## src/rtl/tmap_pkg.sv

```systemverilog
package tmap_pkg;

  typedef struct packed {
    logic fixed;
    logic hpage;
    logic vpage;
    logic tall;
  } tmap_mode_t;

  // one conditional subtraction of a modulus
  function automatic logic [7:0] wrap_sub(input logic [7:0] v, input logic [7:0] m);
    return (v >= m) ? (v - m) : v;
  endfunction

  // rows per page for the selected row mode
  function automatic logic [7:0] rows_per_page(input logic tall, input int short_rows,
                                               input int tall_rows);
    return tall ? 8'(tall_rows) : 8'(short_rows);
  endfunction

  // entries in one page
  function automatic logic [15:0] page_tiles(input int cols, input logic [7:0] rows);
    return 16'(cols) * {8'd0, rows};
  endfunction

endpackage

```

## src/rtl/tmap_stage_pos.sv

```systemverilog
module tmap_stage_pos
  import tmap_pkg::*;
#(
  parameter int COORD_W = 8,
  parameter int FINE_W  = 3,
  parameter int ADDR_W  = 14,
  localparam int COL_W  = COORD_W + 1 - FINE_W
) (
  input  logic               clk,
  input  logic               rst_n,
  input  logic               in_valid,
  input  logic [COORD_W-1:0] pix_x,
  input  logic [COORD_W-1:0] pix_y,
  input  logic [COORD_W-1:0] hscroll,
  input  logic [COORD_W-1:0] vscroll,
  input  logic               hpage_en,
  input  logic               vpage_en,
  input  logic               tall_mode,
  input  logic               fixed_req,
  input  logic [ADDR_W-1:0]  nt_base,
  input  logic [ADDR_W-1:0]  fixed_base,
  output logic               s1_valid,
  output logic [COL_W-1:0]   s1_col,
  output logic [COL_W-1:0]   s1_row,
  output logic [FINE_W-1:0]  s1_fx,
  output logic [FINE_W-1:0]  s1_fy,
  output tmap_mode_t         s1_mode,
  output logic [ADDR_W-1:0]  s1_base
);

  logic [COORD_W-1:0] eff_h, eff_v;
  logic [COORD_W:0]   sum_x, sum_y;

  assign eff_h = fixed_req ? COORD_W'(0) : hscroll;
  assign eff_v = fixed_req ? COORD_W'(0) : vscroll;
  assign sum_x = {1'b0, pix_x} + {1'b0, eff_h};
  assign sum_y = {1'b0, pix_y} + {1'b0, eff_v};

  always_ff @(posedge clk) begin
    if (!rst_n) begin
      s1_valid <= 1'b0;
      s1_col   <= '0;
      s1_row   <= '0;
      s1_fx    <= '0;
      s1_fy    <= '0;
      s1_mode  <= '0;
      s1_base  <= '0;
    end else begin
      s1_valid      <= in_valid;
      s1_col        <= sum_x[COORD_W:FINE_W];
      s1_row        <= sum_y[COORD_W:FINE_W];
      s1_fx         <= sum_x[FINE_W-1:0];
      s1_fy         <= sum_y[FINE_W-1:0];
      s1_mode.fixed <= fixed_req;
      s1_mode.hpage <= hpage_en & ~fixed_req;
      s1_mode.vpage <= vpage_en & ~fixed_req;
      s1_mode.tall  <= tall_mode;
      s1_base       <= fixed_req ? fixed_base : nt_base;
    end
  end


  fixed_no_page_chk: assert property (@(posedge clk) disable iff (!rst_n)
    fixed_req |=> (s1_mode.fixed && !s1_mode.hpage && !s1_mode.vpage));

endmodule

```

## src/rtl/tmap_stage_addr.sv

```systemverilog
module tmap_stage_addr
  import tmap_pkg::*;
#(
  parameter int FINE_W     = 3,
  parameter int ADDR_W     = 14,
  parameter int COL_W      = 6,
  parameter int VIS_COLS   = 32,
  parameter int ROWS_SHORT = 24,
  parameter int ROWS_TALL  = 30,
  localparam int TCOL_W    = $clog2(VIS_COLS)
) (
  input  logic              clk,
  input  logic              rst_n,
  input  logic              s1_valid,
  input  logic [COL_W-1:0]  s1_col,
  input  logic [COL_W-1:0]  s1_row,
  input  logic [FINE_W-1:0] s1_fx,
  input  logic [FINE_W-1:0] s1_fy,
  input  tmap_mode_t        s1_mode,
  input  logic [ADDR_W-1:0] s1_base,
  output logic              out_valid,
  output logic [ADDR_W-1:0] nt_addr,
  output logic [FINE_W-1:0] fine_col,
  output logic [FINE_W-1:0] fine_row,
  output logic              fixed_sel
);

  logic [7:0]        rows8, span8, raw8, wrap1, wrap2, trow8;
  logic              page_x, page_y;
  logic [TCOL_W-1:0] tcol;
  logic [ADDR_W-1:0] psize, off_x, off_y, row_off, addr_n;

  // vertical wrap: the raw row can exceed the span at most twice
  assign rows8  = rows_per_page(s1_mode.tall, ROWS_SHORT, ROWS_TALL);
  assign span8  = s1_mode.vpage ? (rows8 << 1) : rows8;
  assign raw8   = 8'(s1_row);
  assign wrap1  = wrap_sub(raw8, span8);
  assign wrap2  = wrap_sub(wrap1, span8);
  assign page_y = s1_mode.vpage && (wrap2 >= rows8);
  assign trow8  = page_y ? (wrap2 - rows8) : wrap2;

  // horizontal page: column bit above the visible width
  assign page_x = s1_mode.hpage & s1_col[COL_W-1];
  assign tcol   = s1_col[TCOL_W-1:0];

  assign psize   = ADDR_W'(page_tiles(VIS_COLS, rows8));
  assign off_x   = page_x ? psize : '0;
  assign off_y   = page_y ? (s1_mode.hpage ? (psize << 1) : psize) : '0;
  assign row_off = ADDR_W'(trow8) * ADDR_W'(VIS_COLS);
  assign addr_n  = s1_base + off_x + off_y + row_off + ADDR_W'(tcol);

  always_ff @(posedge clk) begin
    if (!rst_n) begin
      out_valid <= 1'b0;
      nt_addr   <= '0;
      fine_col  <= '0;
      fine_row  <= '0;
      fixed_sel <= 1'b0;
    end else begin
      out_valid <= s1_valid;
      nt_addr   <= addr_n;
      fine_col  <= s1_fx;
      fine_row  <= s1_fy;
      fixed_sel <= s1_mode.fixed;
    end
  end


  row_in_page_chk: assert property (@(posedge clk) disable iff (!rst_n)
    s1_valid |-> (trow8 < rows8));


  no_hpage_chk: assert property (@(posedge clk) disable iff (!rst_n)
    (s1_valid && !s1_mode.hpage) |-> !page_x);


  no_vpage_chk: assert property (@(posedge clk) disable iff (!rst_n)
    (s1_valid && !s1_mode.vpage) |-> !page_y);

endmodule

```

## src/rtl/tile_map_addresser.sv

```systemverilog
module tile_map_addresser
  import tmap_pkg::*;
#(
  parameter int COORD_W    = 8,
  parameter int FINE_W     = 3,
  parameter int ADDR_W     = 14,
  parameter int VIS_COLS   = 32,
  parameter int ROWS_SHORT = 24,
  parameter int ROWS_TALL  = 30,
  localparam int COL_W     = COORD_W + 1 - FINE_W
) (
  input  logic               clk,
  input  logic               rst_n,
  input  logic               in_valid,
  input  logic [COORD_W-1:0] pix_x,
  input  logic [COORD_W-1:0] pix_y,
  input  logic [COORD_W-1:0] hscroll,
  input  logic [COORD_W-1:0] vscroll,
  input  logic               hpage_en,
  input  logic               vpage_en,
  input  logic               tall_mode,
  input  logic               fixed_req,
  input  logic [ADDR_W-1:0]  nt_base,
  input  logic [ADDR_W-1:0]  fixed_base,
  output logic               out_valid,
  output logic [ADDR_W-1:0]  nt_addr,
  output logic [FINE_W-1:0]  fine_col,
  output logic [FINE_W-1:0]  fine_row,
  output logic               fixed_sel
);

  logic              s1_valid;
  logic [COL_W-1:0]  s1_col, s1_row;
  logic [FINE_W-1:0] s1_fx, s1_fy;
  tmap_mode_t        s1_mode;
  logic [ADDR_W-1:0] s1_base;

  tmap_stage_pos #(
    .COORD_W(COORD_W), .FINE_W(FINE_W), .ADDR_W(ADDR_W)
  ) u_pos (
    .clk(clk), .rst_n(rst_n), .in_valid(in_valid),
    .pix_x(pix_x), .pix_y(pix_y), .hscroll(hscroll), .vscroll(vscroll),
    .hpage_en(hpage_en), .vpage_en(vpage_en), .tall_mode(tall_mode),
    .fixed_req(fixed_req), .nt_base(nt_base), .fixed_base(fixed_base),
    .s1_valid(s1_valid), .s1_col(s1_col), .s1_row(s1_row),
    .s1_fx(s1_fx), .s1_fy(s1_fy), .s1_mode(s1_mode), .s1_base(s1_base)
  );

  tmap_stage_addr #(
    .FINE_W(FINE_W), .ADDR_W(ADDR_W), .COL_W(COL_W), .VIS_COLS(VIS_COLS),
    .ROWS_SHORT(ROWS_SHORT), .ROWS_TALL(ROWS_TALL)
  ) u_addr (
    .clk(clk), .rst_n(rst_n), .s1_valid(s1_valid), .s1_col(s1_col),
    .s1_row(s1_row), .s1_fx(s1_fx), .s1_fy(s1_fy), .s1_mode(s1_mode),
    .s1_base(s1_base), .out_valid(out_valid), .nt_addr(nt_addr),
    .fine_col(fine_col), .fine_row(fine_row), .fixed_sel(fixed_sel)
  );

  // cycles since reset, so that $past never reaches into reset time
  logic [1:0] warm;
  always_ff @(posedge clk) begin
    if (!rst_n) warm <= 2'b00;
    else        warm <= {warm[0], 1'b1};
  end

  // scrolled fine offsets as seen at the input, for the output check
  logic [FINE_W-1:0] in_fine_x, in_fine_y;
  assign in_fine_x = FINE_W'(pix_x + hscroll);
  assign in_fine_y = FINE_W'(pix_y + vscroll);


  latency_two_chk: assert property (@(posedge clk) disable iff (!rst_n)
    warm[1] |-> (out_valid == $past(in_valid, 2)));


  fine_offset_chk: assert property (@(posedge clk) disable iff (!rst_n)
    (warm[1] && out_valid && !fixed_sel) |->
      (fine_col == $past(in_fine_x, 2) && fine_row == $past(in_fine_y, 2)));


  fixed_follow_chk: assert property (@(posedge clk) disable iff (!rst_n)
    (warm[1] && out_valid) |-> (fixed_sel == $past(fixed_req, 2)));

endmodule

```

## config.mk

```make
export PLATFORM = sky130hd
export DESIGN_NAME = tile_map_addresser
export DESIGN_NICKNAME = d
export VERILOG_FILES = /design/src/rtl/tmap_pkg.sv /design/src/rtl/tmap_stage_pos.sv /design/src/rtl/tmap_stage_addr.sv /design/src/rtl/tile_map_addresser.sv
export SDC_FILE = /design/constraint.sdc
export NUM_CORES = 1
export LEC_CHECK = 0
export BUFFER_PORTS_ARGS = -buffer_cell sky130_fd_sc_hd__buf_2
export CORE_UTILIZATION = 56
export DETAILED_ROUTE_END_ITERATION = 16
export GPL_TIMING_DRIVEN = 0
export PLACE_DENSITY = 0.86
export SYNTH_ARGS = -nofsm -noshare
export SYNTH_HDL_FRONTEND = slang
export SYNTH_SLANG_ARGS = --single-unit
```

## constraint.sdc

```tcl
create_clock -name clk -period 9 [get_ports clk]
set_input_delay 1.8 -clock clk [delete_from_list [all_inputs] [get_ports clk]]
set_output_delay 1.8 -clock clk [all_outputs]
set_load 0.01 [all_outputs]
```

After elaboration in Yosys (flattened, before gate mapping)

Cells that the tools add are included.

Register bits after elaboration: 59
Input bits: 67
Logic and storage cells: 43

Add/subtract/negate cells: 9
$lt $le $gt $ge: 3
Mux-type cells: 11
Bitwise logic cells: 4
Reductions and logical operators: 1

Operators by type and width:

| kind                                           | count |
|---|---|
| 8-bit two-way mux                              | 6 |
| 14-bit two-way mux                             | 3 |
| 14-bit adder                                   | 2 |
| 8-bit by 8-bit adder with 9-bit output         | 2 |
| 8-bit >= comparator                            | 2 |
| 8-bit subtractor                               | 2 |
| 14-bit by 13-bit adder with 14-bit output      | 1 |
| 14-bit by 5-bit adder with 14-bit output       | 1 |
| 13-bit two-way mux                             | 1 |
| 6-bit by 8-bit >= comparator with 1-bit output | 1 |
| 6-bit by 8-bit subtractor with 8-bit output    | 1 |
| 1-bit bitwise AND                              | 3 |
| 3-bit two-way mux                              | 1 |
| 1-bit logical AND                              | 1 |
| 1-bit inverter                                 | 1 |

Longest topological paths before layout

Gate-level depths: netlist of run 1.

Word-level depth: 12
Mapped depth: 37

Hierarchy

A second synthesis of run 1 with hierarchy kept.

Cells, all modules: 462
Area, all modules: 4,320.4 µm²

Modules (own cells, without submodules):

| module          | instances | cells each | area an instance (µm²) |
|---|---|---|---|
| tmap_stage_addr | 1         | 273        | 2,434.8 |
| tmap_stage_pos  | 1         | 189        | 1,885.6 |

Worst setup path after synthesis of run 1

OpenSTA, ideal clock, no wires.

Path kind: reg2reg
From: register u_pos.s1_mode[0] (netlist name)
To: register u_addr.nt_addr[13]
Arrival: 7.538 ns
Setup slack: 1.347 ns
Cell stages (with the launch flop): 35
Path buffers: 1
Period minus slack after synthesis: 7.653 ns
Cell sequence: dfxtp_1 > inv_1 > nor2_1 > ha_1 > and3b_1 > buf_2 > nor4_2 > o31a_2 > mux2_2 > ha_1 > nand2b_1 > a311oi_1 > o21ai_0 > o211a_4 > nand3_2 > o21ai_2 > mux2_2 > ha_1 > inv_1 > o21ai_0 > a21oi_1 > inv_1 > nand3_2 > a21oi_4 > and3_1 > fa_1 > fa_1 > ha_1 > a21oi_1 > o21bai_1 > a21oi_1 > o21ai_0 > o41ai_1 > xnor2_1 > and2_1

Cells in the longest elaborated chain, start to end: 12

Ends and longest elaborated chain:

| element                                                                                                       | RTL line              | text |
|---|---|---|
| 3-bit two-way mux *                                                                                           | tmap_pkg.sv:18        | `return tall ? 8'(tall_rows) : 8'(short_rows);` |
| 8-bit two-way mux                                                                                             | tmap_stage_addr.sv:35 | `assign span8 = s1_mode.vpage ? (rows8 << 1) : rows8;` |
| 6-bit by 8-bit subtractor with 8-bit output or 6-bit by 8-bit >= comparator with 1-bit output (tied branches) | tmap_pkg.sv:12        | `return (v >= m) ? (v - m) : v;` |
| 8-bit two-way mux                                                                                             | tmap_pkg.sv:12        |  |
| 8-bit subtractor or 8-bit >= comparator (tied branches)                                                       | tmap_pkg.sv:12        |  |
| 8-bit two-way mux                                                                                             | tmap_pkg.sv:12        |  |
| 8-bit >= comparator                                                                                           | tmap_stage_addr.sv:39 | `assign page_y = s1_mode.vpage && (wrap2 >= rows8);` |
| 1-bit logical AND                                                                                             | tmap_stage_addr.sv:39 |  |
| 14-bit two-way mux                                                                                            | tmap_stage_addr.sv:48 | `assign off_y = page_y ? (s1_mode.hpage ? (psize << 1) : psize) : '0;` |
| 14-bit adder                                                                                                  | tmap_stage_addr.sv:50 | `assign addr_n = s1_base + off_x + off_y + row_off + ADDR_W'(tcol);` |
| 14-bit by 13-bit adder with 14-bit output *                                                                   | tmap_stage_addr.sv:50 |  |
| 14-bit by 5-bit adder with 14-bit output *                                                                    | tmap_stage_addr.sv:50 |  |
| end signal: assignment                                                                                        | tmap_stage_addr.sv:61 | `nt_addr <= addr_n;` |
| end: declaration                                                                                              | tmap_stage_addr.sv:22 | `output logic [ADDR_W-1:0] nt_addr,` |

Mark *: on every way between the ends. The rest lies on a longest branch, timed or not.
A chain may end at the register's enable or synchronous reset.

Final worst setup path of run 1

From: register u_pos.s1_mode[0] (netlist name)
To: register u_addr.nt_addr[13]

Cells in the longest elaborated chain, start to end: 12

Ends and longest elaborated chain:

| element                                                                                                       | RTL line |
|---|---|
| 3-bit two-way mux *                                                                                           | tmap_pkg.sv:18 |
| 8-bit two-way mux                                                                                             | tmap_stage_addr.sv:35 |
| 6-bit by 8-bit subtractor with 8-bit output or 6-bit by 8-bit >= comparator with 1-bit output (tied branches) | tmap_pkg.sv:12 |
| 8-bit two-way mux                                                                                             | tmap_pkg.sv:12 |
| 8-bit subtractor or 8-bit >= comparator (tied branches)                                                       | tmap_pkg.sv:12 |
| 8-bit two-way mux                                                                                             | tmap_pkg.sv:12 |
| 8-bit >= comparator                                                                                           | tmap_stage_addr.sv:39 |
| 1-bit logical AND                                                                                             | tmap_stage_addr.sv:39 |
| 14-bit two-way mux                                                                                            | tmap_stage_addr.sv:48 |
| 14-bit adder                                                                                                  | tmap_stage_addr.sv:50 |
| 14-bit by 13-bit adder with 14-bit output *                                                                   | tmap_stage_addr.sv:50 |
| 14-bit by 5-bit adder with 14-bit output *                                                                    | tmap_stage_addr.sv:50 |

Marks and branches as above.

==> out/qor.yml, run 1 <==
status: "complete, no violations"
ys_ff_latch: 59
synth_area_leaders: "dfxtp_1, ha_1, fa_1"
power_mw: 0.922
worstSetupEndpointType: "flip-flop"
via_count: 3791
hold_path_class: "reg2reg"
clk_latency_ps: 330
antenna_left: 0
io_buffers: 86
drt_iter0_drc: 234
cts_setup_buffers: 0
routedWlPerCell_um: 14.4
synthFlopType: "dfxtp_1"
gp_congestion: 0.883
clock-sinks: 59
cp.arrival_ps: 8650
postSynth.asyncResetShare_pct: 0
postCtsHoldBufs: 0
slowest_delay_ps: 490
yosysWarnings: 0
nets: 725
tritoncts: "yes"
cpMostUsedCell: "ha_1"
grt.overflow.total: 0
antennaDiodeCount: 0
postSynthAreaPerCell_um2: 9.24
clkTransAtPathRegs_ps: 70
cts_made_buffers: 9
grt_max_degree: 12
synthCells: 495
ys_seq_area_share_pct: 25.8
peakVddDrop_mv: 0.111
syn2layout_area_growth_pct: 16.5
cp_max_fo: 10
first_global_vias: 3776
ios: 89
syn_area_um2: 4570
fmax_ghz: 0.119
slew_violations: 0
path_class: "reg2reg"
yosysTopAreaCellShare_pct: 25.8
synth_nets: 628
slowest_stage: "fa_1"
max-slew-margin-rel_pct: 56.7
grt_usage_pct: 25.4
dp_hpwl_um: 8140
vias_per_cell: 5.42
wirelength_um: 10100
drv_cap: 0
fin_util_pct: 68.2
drc_errors: 0
hold_violations: 0
ctsHtreeMaxLevel: 3
synth_largest_area_cell: "dfxtp_1"
fp.dieH_um: 92.4
grt_antenna_before_repair: 0
num_rows: 32
power_density_nw_per_um2: 173
skew_ps: 8.07
drive_gt1_share_pct: 22.8
start_util_pct: 58.6
cts.path.max_buffers: 2
grt_pass1_wl_um: 17100
post-route-min-period_ps: 8420
synth_edf_count: 0
die_area_um2: 8530
period_share_pct: 93.6
core_area_um2: 7810
p_leak_nw: 2.64
dieWidth_um: 92.4
netlist-cell-type-count: 74
cts_resized: 0
worst_slew_pin_slew_ps: 649
drt_pre_antenna_iters: 5
crit_required_ps: 9230
cts_root_buffer: "clkbuf_8"
finalSetupViolCount: 0
cp-start-kind: "flip-flop"
-- worst paths after layout --
check	start	endpoint	slack (ps)	cells past startpoint
max	u_pos.s1_mode[0]$_SDFF_PN0_	u_addr.nt_addr[13]$_SDFF_PN0_	580	34
min	u_pos.s1_fx[2]$_SDFF_PN0_	u_addr.fine_col[2]$_SDFF_PN0_	430	1
max reg2reg	u_pos.s1_mode[0]$_SDFF_PN0_	u_addr.nt_addr[13]$_SDFF_PN0_	580	34
min reg2reg	u_pos.s1_fx[2]$_SDFF_PN0_	u_addr.fine_col[2]$_SDFF_PN0_	430	1
-- logic make-up after synthesis --
kind of cell | Yosys count | share of synthesized area [%]
and+or+nand+nor | 155 | 20.3
AOI/OAI and AO/OA | 102 | 17.2
DFF | 59 | 25.8
muxes | 20 | 4.54
buffers and inverters | 61 | 5.25
xor gates and xnor gates | 31 | 6.10
adders and majority gates | 67 | 20.7
-- power by group --
group          switching, mW  internal (mW)
sequential            0.0121          0.294
clock                  0.109          0.107
combinational          0.217          0.183
-- synth_stat cells (3+ instances only) --
master / instances
a211o_1: 3
a21o_1: 11
a21oi_1: 27
a31oi_1: 3
and2_1: 41
and3_1: 3
and3b_1: 3
clkbuf_1: 11
dfxtp_1: 59
fa_1: 15
ha_1: 51
inv_1: 43
mux2i_1: 17
nand2_1: 22
nand2b_1: 6
nand3_1: 6
nand3b_1: 3
nor2_1: 10
nor2b_1: 39
nor3_1: 6
o21ai_0: 13
o21bai_1: 9
o31ai_1: 3
xnor2_1: 22
xor2_1: 8
-- flip-flops by register name (all words and copies together), names as in the netlist --
signal and flops:
u_pos.s1_fx 3, u_pos.s1_mode 4, u_addr.out_valid 1, u_addr.fine_row 3, u_addr.fine_col 3, u_pos.s1_fy 3, u_pos.s1_valid 1, u_pos.s1_base 14
u_addr.nt_addr 14, u_addr.fixed_sel 1, u_pos.s1_col 6, u_pos.s1_row 6
-- worst max-delay path: cells and delay by family (launching register included) --
kind | cells | cell delay, ps
compound gates | 13 | 2900
mux | 2 | 800
flops | 1 | 430
xor+xnor | 1 | 110
buf+inv | 4 | 490
fa+ha+maj | 6 | 2170
simple gates | 8 | 1410
-- cell usage in the layout, fill, tap and decap left out, types with 6 or more instances in the layout --
cell type / count
nand2_1: 22
buf_2: 88
a21oi_1: 27
nand2b_1: 6
o21ai_0: 13
dfxtp_1: 58
clkbuf_1: 11
nor2_1: 10
ha_1: 51
a21o_1: 11
xnor2_1: 22
nand3_1: 6
and2_1: 41
xor2_1: 8
fa_1: 15
nor2b_1: 39
clkbuf_8: 10
inv_1: 43
mux2i_1: 17
nor3_1: 6
o21bai_1: 9
-- stage by stage --
| stage | setup WS (ps) | TNS [ps] | area, um2 | instances | hold slack [ps] |
|---|---|---|---|---|---|
| after floorplan | 1350 | 0 | 4570 | 495 | 412 |
| after global routing | -47.1 | -47.1 | 5330 | 699 | 455 |
| final | 577 | 0 | 5330 | 699 | 432 |
| after detailed placement | 327 | 0 | 5130 | 683 | 420 |
| after CTS | 269 | 0 | 5310 | 699 | 430 |
| after global placement | 570 | 0 | 5130 | 683 | 414 |
-- per-layer routing --
metal / vias to the layer above / part of all wire (%) / global-route usage, %
li1: 1897 / - / -
met1: 1763 / 43 / 30.6
met2: 117 / 50 / 45.0
met3: 14 / 5.7 / 5.17
met4: 0 / 1.4 / 8.07
met5: - / 0 / 0
-- cell type report --
type,instances,area (um2)
Multi-Input combinational cell,375,3170
Clock buffer,10,138
Buffer,17,75.1
Sequential cell,59,1180
Clock inverter,6,41.3
Tap cell,102,128
Timing Repair Buffer,86,430
Fill cell,625,2480
Inverter,44,165
(Power assumes the default switching activity.)
==> run 2: changes to the inputs <==
--- a/config.mk
+++ b/config.mk
@@ -6,10 +6,12 @@
 export NUM_CORES = 1
 export LEC_CHECK = 0
 export BUFFER_PORTS_ARGS = -buffer_cell sky130_fd_sc_hd__buf_2
-export CORE_UTILIZATION = 56
+export CELL_PAD_IN_SITES_DETAIL_PLACEMENT = 0
+export CELL_PAD_IN_SITES_GLOBAL_PLACEMENT = 2
+export CORE_UTILIZATION = 34
 export DETAILED_ROUTE_END_ITERATION = 16
 export GPL_TIMING_DRIVEN = 0
-export PLACE_DENSITY = 0.86
+export PLACE_DENSITY = 0.85
 export SYNTH_ARGS = -nofsm -noshare
 export SYNTH_HDL_FRONTEND = slang
 export SYNTH_SLANG_ARGS = --single-unit
==> run 2 against run 1 <==
Effect of this change:
- cell area grew 4.4%
- sequential share of layout area shrank 0.96 points
- cell count grew 10%
- combinational power is essentially flat
- critical path depth is the same
- hold slack gained 3.9 ps
- sequential power is essentially flat
- register-to-register slack gained 90 ps
- utilization shrank 26 points
==> out/qor.yml, run 2 (synthesis gave the netlist of run 1 again) <==
via_count: 3681
path_class: "reg2reg"
rsz0062_at_grt: "false"
final.setup.tns_ps: 0
grt_antenna_before_repair: 0
cts_setup_buffers: 0
drc_errors: 0
num_rows: 42
worstSetupEndpointType: "flip-flop"
worst_slew_pin_slew_ps: 813
intPower_mw: 0.714
peakVddDrop_mv: 0.104
antenna_left: 0
p_seq_share_pct: 29.0
status: "complete, no violations"
dieWidth_um: 118
first_global_vias: 3531
pwr-share-clk_pct: 33.0
p_leak_nw: 2.71
slew_violations: 0
cts.path.max_buffers: 2
cpMostUsedCell: "ha_1"
clk_latency_ps: 320
start_util_pct: 34.7
finalSetupViolCount: 0
swShare_pct: 32.5
slowest_stage: "dfxtp_1"
slowest_delay_ps: 510
dp_hpwl_um: 8440
die_area_um2: 13900
drt_pre_antenna_iters: 4
mostFrequentLayoutCells: "buf_2, dfxtp_1, ha_1"
max-slew-margin-rel_pct: 45.8
grt_pass1_wl_um: 16900
cts_made_buffers: 9
skew_ps: 6.01
wirelength_um: 10200
cts_root_buffer: "clkbuf_16"
fmax_ghz: 0.120
clkTransAtPathRegs_ps: 50
post-route-min-period_ps: 8330
cp.arrival_ps: 8540
power_density_nw_per_um2: 190
ios: 89
core_area_um2: 13200
tritoncts: "yes"
cp_max_fo: 10
final_common_cell: "buf_2"
io_buffers: 86
pwr-share-comb_pct: 37.9
fill_cells: 1324
grt_usage_pct: 15.2
drive_gt1_share_pct: 22.5
syn2layout_area_growth_pct: 21.6
nets: 725
ctsHtreeMaxLevel: 3
top_regs: "u_addr.nt_addr: 14 flops, u_pos.s1_base: 14 flops"
power_mw: 1.06
vias_per_cell: 4.77
grt.overflow.total: 0
switchingPower_mw: 0.343
routedWlPerCell_um: 13.3
period_share_pct: 92.6
worst-path-buf-inv: 4
antennaDiodeCount: 0
drt_iter0_drc: 125
gp_congestion: 0.839
hold_violations: 0
clock-sinks: 59
cp_top_family: "compound AO/OA/AOI/OAI gates"
cp-start-kind: "flip-flop"
crit_required_ps: 9210
drv_cap: 0
hold_path_class: "reg2reg"
fp.dieH_um: 118
grt_max_degree: 11
==> run 2: repair_timing <==
item,4_1_cts,5_1_grt
hold buffers,0,0
endpoints found under the setup margin,0,3
gates resized for setup,0,4
==> run 2: area by class of cell <==
type / instances / area [um2] / area share [%]
clock inverters: 3 / 46.3 / 0.833
clock buffers: 12 / 267 / 4.79
inverters: 44 / 165 / 2.97
flip-flops and latches: 59 / 1180 / 21.2
well taps: 176 / 220 / 3.96
multi-input cells: 375 / 3170 / 57.1
plain buffers: 17 / 75.1 / 1.35
repair buffers: 86 / 430 / 7.74
==> run 2: power groups by stage <==
stage,Clock [mW],Combinational (mW),Sequential [mW]
6_report,0.349,0.401,0.307
5_1_grt,0.368,0.448,0.310
4_1_cts,0.357,0.400,0.307
3_5_place_dp,0,0.397,0.312
3_3_place_gp,0,0.393,0.312
2_1_floorplan,0,0.292,0.320
==> run 2: per-stage QoR <==
stage	setup WS, ps	std cells	utilization [%]	instance area (um2)	hold slack [ps]
2_1_floorplan	1350	495	-	4570	412
3_3_place_gp	412	757	39.6	5220	416
3_5_place_dp	399	757	39.6	5220	419
4_1_cts	343	772	42.0	5540	440
5_1_grt	85.0	772	42.1	5560	447
6_report	666	772	42.1	5560	436
==> run 2: metal layers <==
layer  wire [um]  up-vias  global-route usage (%)
met5           0        -                       0
met4          93        0                    4.01
met3         662       10                    3.54
met2        4550      104                    24.2
met1        4940     1669                    20.4
li1            -     1898                       -
==> run 2: path summary, 6_finish.rpt <==
kind,from,end,slack (ps),cells after the start
worst max-delay path,u_pos.s1_mode[0]$_SDFF_PN0_,u_addr.nt_addr[13]$_SDFF_PN0_,670,34
worst min-delay path,u_pos.s1_mode[3]$_SDFF_PN0_,u_addr.fixed_sel$_SDFF_PN0_,440,1
worst max register to register,u_pos.s1_mode[0]$_SDFF_PN0_,u_addr.nt_addr[13]$_SDFF_PN0_,670,34
worst min register to register,u_pos.s1_mode[3]$_SDFF_PN0_,u_addr.fixed_sel$_SDFF_PN0_,440,1
